### src/rtl/dwc_pkg.sv
// Shared types for the two-step duplicated adder.
package dwc_pkg;
    // Sequencing phase: idle, lower-half step, upper-half step.
    typedef enum logic [1:0] {
        ST_IDLE = 2'd0,
        ST_LOW  = 2'd1,
        ST_HIGH = 2'd2
    } dwc_phase_e;
endpackage

### src/rtl/dwc_cla_group.sv
// Carry-lookahead group of GW bits. Every internal carry is formed
// directly from generate/propagate terms and the group carry-in.
// Assumes GW is small (4 by default), since the term count grows quadratically.
module dwc_cla_group #(
    parameter int GW = 4
) (
    input  logic [GW-1:0] a,
    input  logic [GW-1:0] b,
    input  logic          ci,
    output logic [GW-1:0] s,
    output logic          co
);
    logic [GW-1:0] gen;
    logic [GW-1:0] prop;
    logic [GW:0]   cy;

    // Lookahead carries: c[i+1] = OR over j of g[j] & p[j+1..i], plus ci & p[0..i].
    always_comb begin : p_lookahead
        logic acc;
        logic term;
        gen   = a & b;
        prop  = a ^ b;
        cy[0] = ci;
        for (int i = 0; i < GW; i++) begin
            acc = ci;
            for (int k = 0; k <= i; k++) acc = acc & prop[k];
            for (int j = 0; j <= i; j++) begin
                term = gen[j];
                for (int k = j + 1; k <= i; k++) term = term & prop[k];
                acc = acc | term;
            end
            cy[i+1] = acc;
        end
    end

    assign s  = prop ^ cy[GW-1:0];
    assign co = cy[GW];
endmodule

### src/rtl/dwc_half_adder.sv
// Half-width adder copy: lookahead groups chained by a ripple carry.
// Fault injection is applied at the outputs: a mask XORs the sum and a
// flag inverts the carry-out. Assumes HALF_W is a multiple of GROUP_W.
module dwc_half_adder #(
    parameter int HALF_W  = 16,
    parameter int GROUP_W = 4
) (
    input  logic [HALF_W-1:0] a,
    input  logic [HALF_W-1:0] b,
    input  logic              ci,
    input  logic [HALF_W-1:0] inj_sum,
    input  logic              inj_carry,
    output logic [HALF_W-1:0] s,
    output logic              co
);
    localparam int NGRP = HALF_W / GROUP_W;

    logic [NGRP:0]     chain;
    logic [HALF_W-1:0] raw_sum;

    assign chain[0] = ci;

    // One lookahead group per slice; carry ripples between slices.
    for (genvar g = 0; g < NGRP; g++) begin : g_grp
        dwc_cla_group #(.GW(GROUP_W)) u_grp (
            .a  (a[g*GROUP_W +: GROUP_W]),
            .b  (b[g*GROUP_W +: GROUP_W]),
            .ci (chain[g]),
            .s  (raw_sum[g*GROUP_W +: GROUP_W]),
            .co (chain[g+1])
        );
    end

    assign s  = raw_sum ^ inj_sum;
    assign co = chain[NGRP] ^ inj_carry;
endmodule

### src/rtl/dwc_compare.sv
// Equality check between the two adder copies, on sum and carry-out.
module dwc_compare #(
    parameter int W = 16
) (
    input  logic [W-1:0] s_a,
    input  logic [W-1:0] s_b,
    input  logic         c_a,
    input  logic         c_b,
    output logic         mismatch
);
    assign mismatch = (s_a != s_b) || (c_a != c_b);
endmodule

### src/rtl/dwc_phase_ctrl.sv
// Three-state sequencer: idle -> lower step -> upper step -> idle.
// start is honoured only in idle; it is ignored in the other states.
module dwc_phase_ctrl
    import dwc_pkg::*;
(
    input  logic       clk,
    input  logic       rst_n,
    input  logic       start,
    output dwc_phase_e phase,
    output logic       load,
    output logic       low_step,
    output logic       high_step
);
    assign load      = (phase == ST_IDLE) && start;
    assign low_step  = (phase == ST_LOW);
    assign high_step = (phase == ST_HIGH);

    // Advance the phase once per cycle while an operation runs.
    always_ff @(posedge clk) begin
        if (!rst_n)         phase <= ST_IDLE;
        else if (load)      phase <= ST_LOW;
        else if (low_step)  phase <= ST_HIGH;
        else if (high_step) phase <= ST_IDLE;
    end
endmodule

### src/rtl/dwc_split_adder.sv
// Top level: 2*HALF_W-bit adder built from two duplicated half-width
// copies reused over two cycles. Copy A supplies the kept result and the
// step carry; copy B is used for comparison only. Operands are captured on
// an accepted start, so they may change freely afterwards.
module dwc_split_adder
    import dwc_pkg::*;
#(
    parameter int HALF_W  = 16,
    parameter int GROUP_W = 4
) (
    input  logic                clk,
    input  logic                rst_n,
    input  logic                start,
    input  logic [2*HALF_W-1:0] op_a,
    input  logic [2*HALF_W-1:0] op_b,
    input  logic                carry_in,
    input  logic [HALF_W-1:0]   inj_sum_a,
    input  logic                inj_carry_a,
    input  logic [HALF_W-1:0]   inj_sum_b,
    input  logic                inj_carry_b,
    output logic [2*HALF_W-1:0] sum,
    output logic                carry_out,
    output logic                err,
    output logic                done
);
    localparam int FULL_W = 2 * HALF_W;

    dwc_phase_e        phase;
    logic              load, low_step, high_step;
    logic [FULL_W-1:0] a_q, b_q;
    logic              cin_q;
    logic [HALF_W-1:0] lo_q;
    logic              step_carry_q;
    logic              err_acc_q;
    logic [HALF_W-1:0] half_a, half_b;
    logic              add_ci;
    logic [HALF_W-1:0] s_cpy_a, s_cpy_b;
    logic              c_cpy_a, c_cpy_b;
    logic              mism;

    dwc_phase_ctrl u_ctrl (
        .clk       (clk),
        .rst_n     (rst_n),
        .start     (start),
        .phase     (phase),
        .load      (load),
        .low_step  (low_step),
        .high_step (high_step)
    );

    // Choose which half feeds the adders, and which carry enters them.
    always_comb begin
        if (high_step) begin
            half_a = a_q[FULL_W-1:HALF_W];
            half_b = b_q[FULL_W-1:HALF_W];
            add_ci = step_carry_q;
        end else begin
            half_a = a_q[HALF_W-1:0];
            half_b = b_q[HALF_W-1:0];
            add_ci = cin_q;
        end
    end

    dwc_half_adder #(.HALF_W(HALF_W), .GROUP_W(GROUP_W)) u_add_a (
        .a         (half_a),
        .b         (half_b),
        .ci        (add_ci),
        .inj_sum   (inj_sum_a),
        .inj_carry (inj_carry_a),
        .s         (s_cpy_a),
        .co        (c_cpy_a)
    );

    dwc_half_adder #(.HALF_W(HALF_W), .GROUP_W(GROUP_W)) u_add_b (
        .a         (half_a),
        .b         (half_b),
        .ci        (add_ci),
        .inj_sum   (inj_sum_b),
        .inj_carry (inj_carry_b),
        .s         (s_cpy_b),
        .co        (c_cpy_b)
    );

    dwc_compare #(.W(HALF_W)) u_cmp (
        .s_a      (s_cpy_a),
        .s_b      (s_cpy_b),
        .c_a      (c_cpy_a),
        .c_b      (c_cpy_b),
        .mismatch (mism)
    );

    // Capture operands on an accepted start.
    always_ff @(posedge clk) begin
        if (!rst_n) begin
            a_q   <= '0;
            b_q   <= '0;
            cin_q <= 1'b0;
        end else if (load) begin
            a_q   <= op_a;
            b_q   <= op_b;
            cin_q <= carry_in;
        end
    end

    // Keep the lower-half result, the step carry and the first comparison.
    always_ff @(posedge clk) begin
        if (!rst_n) begin
            lo_q         <= '0;
            step_carry_q <= 1'b0;
            err_acc_q    <= 1'b0;
        end else if (low_step) begin
            lo_q         <= s_cpy_a;
            step_carry_q <= c_cpy_a;
            err_acc_q    <= mism;
        end
    end

    // Publish the full result and a one-cycle done pulse after the upper step.
    always_ff @(posedge clk) begin
        if (!rst_n) begin
            sum       <= '0;
            carry_out <= 1'b0;
            err       <= 1'b0;
            done      <= 1'b0;
        end else begin
            done <= high_step;
            if (high_step) begin
                sum       <= {s_cpy_a, lo_q};
                carry_out <= c_cpy_a;
                err       <= err_acc_q | mism;
            end
        end
    end
endmodule

### config.mk
export PLATFORM = sky130hd
export DESIGN_NAME = dwc_split_adder
export DESIGN_NICKNAME = d
export VERILOG_FILES = /design/src/rtl/dwc_pkg.sv /design/src/rtl/dwc_cla_group.sv /design/src/rtl/dwc_half_adder.sv /design/src/rtl/dwc_compare.sv /design/src/rtl/dwc_phase_ctrl.sv /design/src/rtl/dwc_split_adder.sv
export SDC_FILE = /design/constraint.sdc
export NUM_CORES = 1
export LEC_CHECK = 0
export BUFFER_PORTS_ARGS = -buffer_cell sky130_fd_sc_hd__buf_4
export CORE_UTILIZATION = 35
export DETAILED_ROUTE_END_ITERATION = 12
export PLACE_DENSITY = 0.56
export SYNTH_ARGS = -nofsm -noshare
export SYNTH_HDL_FRONTEND = slang
export SYNTH_SLANG_ARGS = --single-unit
### constraint.sdc
create_clock -name clk -period 5.8 [get_ports clk]
set_input_delay 1.45 -clock clk [delete_from_list [all_inputs] [get_ports clk]]
set_output_delay 1.45 -clock clk [all_outputs]
set_load 0.03 [all_outputs]
==> metrics.md <==
| Metric | Value |
|---|---|
| Outcome | `finished clean` |
| Pwr/cell area | `between 300 and 400 mW/mm^2` |
| Count of pins over their slew limit | `0` |
| Max Fanout on Critical Path | `20` |
| Initial DRT Pass Iterations | `5` |
| Count of final setup violators | `0` |
| Final period util | `0.930` |
| Synth top area cells | `sky130_fd_sc_hd__dfxtp_1 (44%), sky130_fd_sc_hd__nand2_1 (9.2%), sky130_fd_sc_hd__xnor2_1 (6.3%)` |
| Total of hold buffers inserted after clock tree synthesis | `0` |
| Mean post-synth cell area | `8.84 um^2` |
| Int Power | `around 1.6 mW` |
| Buffers inserted by post-CTS timing repair | `0` |
| Main flop type after synthesis | `sky130_fd_sc_hd__dfxtp_1` |
| Cell type with the highest aggregate area in the netlist | `sky130_fd_sc_hd__dfxtp_1` |
| Area grow syn2layout | `31.2%` |
| DR DRC count | `0` |
| Resize count post-CTS | `0` |
| Final HPWL from detailed placement | `approximately 11 mm` |
| Cell with the most instances on the worst path | `sky130_fd_sc_hd__o21a_1` |
| Routability cong. | `roughly 0.77` |
| Async SR Flop Fraction | `0` |
| Placeable core region | `0.0152 mm^2` |
| Worst setup startpoint | `u_ctrl.phase[0]` |
| Arrival time of the worst setup path | `5.73 ns` |
| Slew @ Worst Pin | `~1.2 ns` |
| Share of power burned in registers | `0.410` |
| Static leakage | `3.01 nW` |
| Count of standard-cell rows | `45` |
| Setup repair after global routing missed its margin | `no` |
| Flip-flop and latch count after synthesis | `120` |
| Seq/Total Area, Yosys | `0.441` |
| Warnings from Yosys | `0` |
| Placed Cells incl. Taps | `907` |
| Wire length per cell | `15.4 um` |
| Unique masters post-synth | `32` |
| Die area | `roughly 0.016 mm^2` |
| Clock transition at path regs | `0.05 ns` |
| Count of fill cells added during filler insertion | `1,495` |
| Detail Route Antenna Nets | `0` |
| Chip width | `around 130 um` |
| Category of the worst setup path launch point | `flip-flop` |
| Number of DRC violations after detailed-routing iteration 0 | `343` |
| Capturing element type of the critical path | `flip-flop` |
| Number of hold violations in the final report | `0` |
| Summed negative setup slack over all endpoints | `0 ns` |
| Fraction of layout cells with a size suffix above 1 | `0.274` |
| Routed Wire Length | `14.5 mm` |
| Maximum frequency from static timing analysis | `between 0.15 and 0.2 GHz` |
| Worst hold path startpoint | `b_q[22]` |
| Initial cell density of the core | `0.359` |
| Highest ir drop seen on vdd | `around 0.00021 V` |
| Class of the tightest hold or removal check | `flip-flop to flip-flop` |
| Reported net switching power | `0.553 mW` |
| Worst path required time | `6.14 ns` |
| Fin nets | `867` |
| Minimum clock period | `roughly 5.4 ns` |
| Clock latency on the worst-skew pair | `0.42 ns` |
| Delay of the slowest cell on the worst path | `~0.37 ns` |
| TritonCTS buffer count | `17` |
| Count of non-filler cells in the finished layout | `~940` |
| GRT Resource Usage Total | `0.188` |
| Avg Vias per Cell | `4.87` |
| Final worst clock skew | `0.0120 ns` |
| Count of boundary I/O pins | `137` |
| Headroom to the max-slew limit | `0.216` |
| Synth Cell Area | `0.00545 mm^2` |
| Top library cells by usage in the layout, fill and taps aside | `sky130_fd_sc_hd__buf_4 (141), sky130_fd_sc_hd__nand2_1 (132), sky130_fd_sc_hd__dfxtp_1 (120), sky130_fd_sc_hd__a21oi_1 (68), sky130_fd_sc_hd__nor2_1 (44)` |
| Count of max-cap constraint violations | `0` |
| Critical-path cell with the highest stage delay | `sky130_fd_sc_hd__or3_1` |
| Vias in the first global route | `4,365` |
| CTS tree | `yes` |
| Leading cell type in the layout, fill and taps excluded | `sky130_fd_sc_hd__buf_4` |
| Post-synth top area share | `0.441` |
| Bufs on Longest Clock Path | `2` |
| Chip Height | `about 130 um` |
| First-pass GRT wire length | `22.8 mm` |
| Antenna diode count | `0` |
| Number of enable-type register cells in the synthesized netlist | `0` |
| Sw Share | `0.251` |
| Combinational Power Share | `0.144` |
| Critical path class | `flip-flop to flip-flop` |
| Antenna violations before repair | `0` |
| Cells after synthesis | `approximately 620` |
| Vias after detailed routing | `4,574` |
| Post-layout util | `0.471` |
| Largest net degree at the start of global routing | `67` |
| Clock sinks | `between 100 and 150` |
| Count of port buffers added during placement | `136` |
| H-tree depth reported by CTS | `4` |
| Synthesized net count | `roughly 750` |
| Reg2reg start | `u_ctrl.phase[0]` |
| Buffer cell driving the clock tree root | `sky130_fd_sc_hd__clkbuf_16` |
| Post-route total power | `2.20 mW` |
| Clock power share | `0.446` |
| Sum of overflow across all layers after global routing | `0` |
cells by family after synthesis:
| logic type | after synthesis | synth area share |
|---|---|---|
| AO/OA/AOI/OAI | 122 | 0.128 |
| XOR/XNOR | 41 | 0.0659 |
| flip-flops | 120 | 0.441 |
| adder cells (fa/ha/maj) | 27 | 0.0675 |
| multiplexers | 58 | 0.113 |
| buffers and inverters | 49 | 0.0376 |
| AND/OR/NAND/NOR | 200 | 0.147 |
through the flow:
step / worst slack, ns / hold WS, ns / instance area (um^2)
CTS: 0.409 / 0.450 / 7160
global placement: 0.580 / 0.440 / 6600
global route: 0.0251 / 0.470 / 7160
detailed placement: 0.426 / 0.443 / 6600
floorplan: 0.628 / 0.433 / 5450
finish: 0.406 / 0.449 / 7160
Yosys cell counts (8+ instances only):
library cell	n
sky130_fd_sc_hd__nor2_1	44
sky130_fd_sc_hd__o21a_1	8
sky130_fd_sc_hd__buf_2	17
sky130_fd_sc_hd__mux2_2	30
sky130_fd_sc_hd__clkbuf_1	16
sky130_fd_sc_hd__a31oi_1	9
sky130_fd_sc_hd__mux2i_1	28
sky130_fd_sc_hd__a211oi_1	16
sky130_fd_sc_hd__nand2_1	133
sky130_fd_sc_hd__xnor2_1	39
sky130_fd_sc_hd__a21oi_1	68
sky130_fd_sc_hd__o21ai_0	16
sky130_fd_sc_hd__ha_1	23
sky130_fd_sc_hd__inv_1	9
sky130_fd_sc_hd__dfxtp_1	120
power groups by stage:
stage	clock network [mW]	registers [mW]	logic, mW
final	0.982	0.903	0.318
after global routing	1.05	0.908	0.354
after CTS	0.999	0.903	0.322
after detailed placement	0	0.920	0.321
after global placement	0	0.919	0.314
after floorplan	0	0.917	0.197
flip-flops by register name, indices dropped and copies added (netlist names):
register / flops
u_ctrl.phase: 2
step_carry_q: 1
a_q: 32
carry_out: 1
err: 1
done: 1
lo_q: 16
b_q: 32
sum: 32
err_acc_q: 1
cin_q: 1
critical path, delay by kind of cell (launching register included):
kind	cells	cell delay, ns
buf+inv	3	0.51
simple gates	4	0.91
compound gates	12	2.19
fa+ha+maj	5	1.03
mux	1	0.35
flops	1	0.31
final timing paths:
check             end  slack (ns)  cells past startpoint
max          lo_q[15]        0.41                     25
min reg2reg   b_q[22]        0.45                      2
min           b_q[22]        0.45                      2
max reg2reg  lo_q[15]        0.41                     25
cell type report:
| class | count | area (um^2) | share of cell area |
|---|---|---|---|
| clock buffer | 23 | 488 | 0.0682 |
| tap | 188 | 235 | 0.0329 |
| timing repair buffer | 141 | 1060 | 0.148 |
| multi-input combinational | 448 | 2860 | 0.400 |
| clock inverter | 9 | 72.6 | 0.0101 |
| inverter | 10 | 37.5 | 0.00525 |
| sequential | 120 | 2400 | 0.336 |
per-layer routing:
layer / routed length (um) / vias up / global-route usage
met3: 819 / 4 / 0.0477
met2: 6830 / 123 / 0.303
li1: - / 2330 / -
met1: 6810 / 2117 / 0.246
met4: 57 / 0 / 0.0609
met5: 0 / - / 0
No activity file was read; power rests on OpenSTA's default activity.
